===== src/rtl/blk_sync_gen_pkg.sv =====
// Package: shared helpers for the block sync generator.
// Assumes: sizes come from elaboration-time parameters only.
package blk_sync_gen_pkg;

    // Width of a counter that must hold values 0..n-1 (at least 1 bit).
    function automatic int unsigned cnt_width(input int unsigned n);
        return (n > 1) ? $clog2(n) : 1;
    endfunction

    // Output strobes of one sample beat.
    typedef struct packed {
        logic valid;
        logic sop;
        logic eop;
        logic sync;
    } beat_t;

endpackage


===== src/rtl/blk_framer.sv =====
// Module: blk_framer
// Counts accepted samples modulo BLOCK_SIZE and flags the first and last
// sample position of the block currently being built.
// Assumes: 'load' and 'adv' are never high in the same cycle.
module blk_framer
    import blk_sync_gen_pkg::*;
#(
    parameter int unsigned BLOCK_SIZE = 4
) (
    input  logic clk,
    input  logic rst_n,
    input  logic load,
    input  logic adv,
    output logic first,
    output logic last
);
    localparam int unsigned SW = cnt_width(BLOCK_SIZE);
    localparam logic [SW-1:0] LAST_IDX = SW'(BLOCK_SIZE - 1);

    logic [SW-1:0] pos_q;

    // Sample position within the block, wrapping after the last sample.
    always_ff @(posedge clk) begin
        if (!rst_n || load) begin
            pos_q <= '0;
        end else if (adv) begin
            if (pos_q == LAST_IDX) begin
                pos_q <= '0;
            end else begin
                pos_q <= pos_q + 1'b1;
            end
        end
    end

    assign first = (pos_q == '0);
    assign last  = (pos_q == LAST_IDX);

endmodule


===== src/rtl/bsn_counter.sv =====
// Module: bsn_counter
// Holds the sequence number of the block being built. It loads the start
// value on 'load' and steps by one after the last sample of each block.
// Assumes: 'step' is only raised on the last sample of a block.
module bsn_counter #(
    parameter int unsigned BSN_W = 64
) (
    input  logic             clk,
    input  logic             rst_n,
    input  logic             load,
    input  logic [BSN_W-1:0] start_val,
    input  logic             step,
    output logic [BSN_W-1:0] bsn
);
    logic [BSN_W-1:0] bsn_q;

    // Load on enable, increment once per finished block.
    always_ff @(posedge clk) begin
        if (!rst_n) begin
            bsn_q <= '0;
        end else if (load) begin
            bsn_q <= start_val;
        end else if (step) begin
            bsn_q <= bsn_q + 1'b1;
        end
    end

    assign bsn = bsn_q;

endmodule


===== src/rtl/sync_sched.sv =====
// Module: sync_sched
// Decides which block starts carry sync. A down-counter gives the blocks
// left until the next sync. When the period is not a whole number of
// blocks, a signed accumulator picks intervals one block longer.
// Assumes: SYNC_PERIOD >= BLOCK_SIZE; 'step' is raised once per block start.
module sync_sched
    import blk_sync_gen_pkg::*;
#(
    parameter int unsigned BLOCK_SIZE  = 4,
    parameter int unsigned SYNC_PERIOD = 10
) (
    input  logic clk,
    input  logic rst_n,
    input  logic load,
    input  logic step,
    output logic hit
);
    localparam int unsigned MIN_BLK = SYNC_PERIOD / BLOCK_SIZE;
    localparam int unsigned LEFTOVER = SYNC_PERIOD % BLOCK_SIZE;
    localparam int unsigned CW = cnt_width(MIN_BLK + 2);
    localparam int unsigned AW = cnt_width(BLOCK_SIZE) + 2;

    logic [CW-1:0] left_q;

    assign hit = (left_q == '0);

    generate
        if (LEFTOVER == 0) begin : g_whole
            // Whole-block period: fixed interval length, no accumulator.
            always_ff @(posedge clk) begin
                if (!rst_n || load) begin
                    left_q <= '0;
                end else if (step) begin
                    if (hit) begin
                        left_q <= CW'(MIN_BLK - 1);
                    end else begin
                        left_q <= left_q - 1'b1;
                    end
                end
            end
        end else begin : g_frac
            logic [CW-1:0]        len_q;
            logic signed [AW-1:0] acc_q;
            logic signed [AW-1:0] acc_dec;

            // Accumulator after removing this interval's leftover share.
            always_comb begin
                acc_dec = acc_q - $signed(AW'(LEFTOVER));
            end

            // Interval counter, next interval length and error accumulator.
            always_ff @(posedge clk) begin
                if (!rst_n || load) begin
                    left_q <= '0;
                    len_q  <= CW'(MIN_BLK + 1);
                    acc_q  <= $signed(AW'(BLOCK_SIZE - LEFTOVER));
                end else if (step) begin
                    if (hit) begin
                        left_q <= len_q - 1'b1;
                        if (acc_dec[AW-1]) begin
                            len_q <= CW'(MIN_BLK + 1);
                            acc_q <= acc_dec + $signed(AW'(BLOCK_SIZE));
                        end else begin
                            len_q <= CW'(MIN_BLK);
                            acc_q <= acc_dec;
                        end
                    end else begin
                        left_q <= left_q - 1'b1;
                    end
                end
            end
        end
    endgenerate

endmodule


===== src/rtl/blk_sync_gen.sv =====
// Module: blk_sync_gen (top)
// Frames accepted samples into blocks of BLOCK_SIZE, numbers the blocks
// and marks block starts with sync every SYNC_PERIOD samples on average.
// All outputs are registered, one cycle after the accepted sample.
// Assumes: SYNC_PERIOD >= BLOCK_SIZE; en rising loads start_bsn.
module blk_sync_gen
    import blk_sync_gen_pkg::*;
#(
    parameter int unsigned BLOCK_SIZE  = 4,
    parameter int unsigned SYNC_PERIOD = 10,
    parameter int unsigned BSN_W       = 64
) (
    input  logic             clk,
    input  logic             rst_n,
    input  logic             en,
    input  logic [BSN_W-1:0] start_bsn,
    input  logic             in_valid,
    output logic             o_valid,
    output logic             o_sop,
    output logic             o_eop,
    output logic             o_sync,
    output logic [BSN_W-1:0] o_bsn
);
    generate
        if (SYNC_PERIOD < BLOCK_SIZE) begin : g_bad_cfg
            $error("SYNC_PERIOD must cover at least one block");
        end
    endgenerate

    logic             running_q;
    logic             load;
    logic             adv;
    logic             first;
    logic             last;
    logic             hit;
    logic [BSN_W-1:0] cur_bsn;
    beat_t            beat_d;
    beat_t            beat_q;
    logic [BSN_W-1:0] bsn_q;

    assign load = en && !running_q;
    assign adv  = en && running_q && in_valid;

    // Run state: set the cycle after enable rises, cleared while disabled.
    always_ff @(posedge clk) begin
        if (!rst_n) begin
            running_q <= 1'b0;
        end else begin
            running_q <= en;
        end
    end

    blk_framer #(
        .BLOCK_SIZE(BLOCK_SIZE)
    ) u_framer (
        .clk  (clk),
        .rst_n(rst_n),
        .load (load),
        .adv  (adv),
        .first(first),
        .last (last)
    );

    bsn_counter #(
        .BSN_W(BSN_W)
    ) u_bsn (
        .clk      (clk),
        .rst_n    (rst_n),
        .load     (load),
        .start_val(start_bsn),
        .step     (adv && last),
        .bsn      (cur_bsn)
    );

    sync_sched #(
        .BLOCK_SIZE (BLOCK_SIZE),
        .SYNC_PERIOD(SYNC_PERIOD)
    ) u_sched (
        .clk  (clk),
        .rst_n(rst_n),
        .load (load),
        .step (adv && first),
        .hit  (hit)
    );

    // Strobes for the sample accepted this cycle.
    always_comb begin
        beat_d.valid = adv;
        beat_d.sop   = adv && first;
        beat_d.eop   = adv && last;
        beat_d.sync  = adv && first && hit;
    end

    // Output register: strobes follow each sample, the number holds between.
    always_ff @(posedge clk) begin
        if (!rst_n) begin
            beat_q <= '0;
            bsn_q  <= '0;
        end else begin
            beat_q <= beat_d;
            if (adv) begin
                bsn_q <= cur_bsn;
            end
        end
    end

    assign o_valid = beat_q.valid;
    assign o_sop   = beat_q.sop;
    assign o_eop   = beat_q.eop;
    assign o_sync  = beat_q.sync;
    assign o_bsn   = bsn_q;

endmodule


===== config.mk =====
export PLATFORM = sky130hd
export DESIGN_NAME = blk_sync_gen
export DESIGN_NICKNAME = d
export VERILOG_FILES = /design/src/rtl/blk_sync_gen_pkg.sv /design/src/rtl/blk_framer.sv /design/src/rtl/bsn_counter.sv /design/src/rtl/sync_sched.sv /design/src/rtl/blk_sync_gen.sv
export SDC_FILE = /design/constraint.sdc
export NUM_CORES = 1
export LEC_CHECK = 0
export ABC_CLOCK_PERIOD_IN_PS = 3310
export BUFFER_PORTS_ARGS = -buffer_cell sky130_fd_sc_hd__buf_2
export CAP_MARGIN = 30
export CORE_MARGIN = 10
export CORE_UTILIZATION = 55
export CTS_CLUSTER_DIAMETER = 100
export DETAILED_ROUTE_END_ITERATION = 7
export GPL_TIMING_DRIVEN = 0
export PLACE_DENSITY = 0.8
export SYNTH_ARGS = -nofsm -noshare
export SYNTH_HDL_FRONTEND = slang
export SYNTH_HIERARCHICAL = 1
export SYNTH_SLANG_ARGS = --single-unit

===== constraint.sdc =====
create_clock -name clk -period 3.31 [get_ports clk]
set_input_delay 0.4965 -clock clk [delete_from_list [all_inputs] [get_ports clk]]
set_output_delay 0.4965 -clock clk [all_outputs]
set_load 0.05 [all_outputs]

==> out/qor.yml <==
grt_pass1_vias: 6255
rows: 40
powerDensity_nw_per_um2: 500
grtUsageTotal_pct: 21.9
yosys_warnings: 6
holdCritStartpoint: "start_bsn[4]"
worstPathRequired_ns: 3.61
synth-edff-count: 0
nNetsFinal: 1030
hp-class: "in2reg"
crit_fanout: 10
detail-route-antenna-nets: 0
tns_ns: 0
start_kind: "flop"
numClockSinks: 141
power.internal_mw: 3.12
comb_power_share_pct: 8.7
hold_buffers: 0
synthFlopType: "dfxtp_1"
drc: 0
vias: 6490
final.min_clock_period_ns: 3.19
dpl.hpwl_microns: 14100
wirelength_microns: 19600
fmax_mhz: 314
grt_pass1_wl_microns: 31700
startpoint: "u_framer/pos_q[0]"
gp_congestion: 0.895
cts_tree: "built"
synth_seq_cells: 141
netSwitchingPower_mw: 1.05
dr.pass1.iters: 6
synth_seq_area_share_pct: 41.4
clk_pin_slew_worst_paths_ns: 0.06
finalSetupViolations: 0
via_per_inst: 5.70
core_sq_um: 12100
avgSynthCellArea_sq_um: 8.49
synth_async_sr_flop_share_pct: 0
antenna_cells: 0
final_cell_mix: "157 x nand2_1, 141 x dfxtp_1, 138 x buf_2, 78 x mux2i_1, 54 x o21ai_0"
path_cells: "ha_1 -> nand2_1 -> nor2_1 -> buf_2 -> nand3_1 -> or4_4 -> buf_6 -> or4_4 -> o31a_1 -> o311a_1"
cts_max_path_buffers: 2
rsz0062_at_grt: "false"
overflow: 0
synthesis.nets: 876
pwr-share-clk_pct: 46.7
critPathKind: "reg2reg"
grt_antenna_before_repair: 0
ir_drop_v: 0.000360
synthesis.instances: 803
grt_max_degree: 17
areaGrowthSynthToFinish_pct: 22.2
cts_resized: 0
cts_setup_buffers: 0
maxCapViolCount: 0
numCtsBuffers: 17
ios: 136
first_iter_violations: 693
finalHoldViolCount: 0
slew_viol_final: 0
seq_power_share_pct: 44.6
skew_ns: 0.00916
initial_core_util_pct: 56.5
tightest_slew_ns: 0.891
io_buffers: 135
critPathArrivalTime_ns: 3.48
die_h_microns: 131
worst_hold_slack_ns: 0.314
wl_per_cell_microns: 17.2
cpPeakStageDelay_ns: 0.57
netSwitchingFraction_pct: 25.2
p_leak_nw: 3.18
clk_latency_ns: 0.41
end_kind: "flop"
h-tree-depth: 4
synth_area_sq_um: 6820
synth_cell_types: 52
layout-drive-gt1-share_pct: 19.9
crit_slowest_cell: "or4_4"
cp_common_cell: "or4_4"
finalCritPeriodShare_pct: 96.2
dieArea_sq_um: 17300
slew_headroom_pct: 40.1
r2r_start: "u_framer/pos_q[0]"
outcome: "finished, final reports clean"
fp.dieW_microns: 131
clockRootBuffer: "clkbuf_16"
final_common_cell: "nand2_1"
final_util_pct: 69.1
-- kinds of logic (layout without fill, tap and decap cells) --
family	count (synthesis)	count (layout)	share of synthesized area, %
compound gates	125	125	10.7
xor+xnor	39	39	5.01
fa+ha+maj	5	5	0.917
buf+inv	68	235	5.08
flops	141	141	41.4
mux	78	78	11.4
simple gates	347	347	25.5
-- critical path: cells and delay by family, from the launching register on --
kind	cells	cell delay, ns
AOI/OAI and AO/OA	2	0.61
adders and majority gates	1	0.18
buffers and inverters	2	0.40
DFF	1	0.37
and+or+nand+nor	5	1.51
-- metrics by stage --
step / power, mW / area (sq um) / std cells / setup slack, ns
after floorplan: 2.11 / 6820 / 803 / 0.474
after global placement: 2.24 / 7700 / 1106 / 0.00828
after detailed placement: 2.24 / 7700 / 1106 / -0.0373
after CTS: 4.18 / 8310 / 1138 / 0.0258
after global routing: 4.31 / 8330 / 1138 / 0.0116
final: 4.17 / 8330 / 1138 / 0.125
-- metal layers --
layer | part of all wire, % | wire (microns) | GRT usage (%)
met3 | 7.5 | 1470 | 5.53
met5 | 0 | 0 | 0
met2 | 48 | 9370 | 35.8
met1 | 43 | 8470 | 27.8
met4 | 1.4 | 281 | 6.49
-- power by group through the flow --
stage	Clock, mW	Sequential, mW	Combinational, mW
2_1_floorplan	0	1.90	0.209
3_3_place_gp	0	1.89	0.347
3_5_place_dp	0	1.89	0.352
4_1_cts	1.97	1.86	0.357
5_1_grt	2.04	1.87	0.397
6_report	1.94	1.86	0.362
-- flip-flops by register name (all words and copies together), names as in the netlist, named ones only --
signal	cells
running_q	1
u_sched/left_q	1
u_sched/g_frac.len_q	1
o_eop	1
o_valid	1
u_bsn/bsn	64
o_sync	1
o_bsn	64
o_sop	1
u_framer/pos_q	2
u_sched/g_frac.acc_q	3
-- final timing paths --
path | slack [ns] | end | cells past startpoint
setup reg to reg | 0.12 | u_bsn/bsn[55] | 10
hold reg to reg | 0.45 | o_bsn[4] | 2
hold / removal | 0.31 | u_bsn/bsn[4] | 3
setup / recovery | 0.12 | u_bsn/bsn[55] | 10
-- final cells by class --
type,count,area (sq um)
fillers,1011,3730
multi-input cells,594,3670
flip-flops and latches,141,2820
repair buffers,135,676
clock buffers,19,443
plain buffers,51,283
well taps,168,210
clock inverters,13,163
inverters,17,63.8
-- synth_stat cells, types with 2 or more instances --
| master | instances | area (sq um) |
|---|---|---|
| and4_1 | 11 | 96.3 |
| mux2i_1 | 78 | 781 |
| or4b_2 | 2 | 20.0 |
| or4_4 | 2 | 22.5 |
| xor2_1 | 15 | 131 |
| or2_2 | 2 | 12.5 |
| nand4_1 | 24 | 150 |
| nor2_1 | 35 | 131 |
| a311oi_1 | 5 | 43.8 |
| clkbuf_1 | 35 | 131 |
| nor2b_1 | 8 | 50.1 |
| nand4bb_1 | 2 | 22.5 |
| nor4_1 | 18 | 113 |
| ha_1 | 5 | 62.6 |
| a211oi_1 | 3 | 22.5 |
| a21oi_1 | 33 | 165 |
| and3_1 | 8 | 50.1 |
| a31oi_1 | 14 | 87.6 |
| nor3b_1 | 3 | 22.5 |
| buf_8 | 6 | 90.1 |
| xnor2_1 | 24 | 210 |
| o21ai_0 | 54 | 270 |
| o31ai_1 | 8 | 60.1 |
| buf_1 | 3 | 11.3 |
| buf_6 | 2 | 22.5 |
| inv_1 | 15 | 56.3 |
| dfxtp_1 | 141 | 2820 |
| nand3_1 | 25 | 125 |
| nand2b_1 | 7 | 43.8 |
| or3_1 | 10 | 62.6 |
| or4_1 | 8 | 60.1 |
| nor3_1 | 18 | 90.1 |
| o311a_1 | 2 | 20.0 |
| nand2_1 | 157 | 589 |
| buf_2 | 3 | 15.0 |
Power figures use the tool's default switching activity.
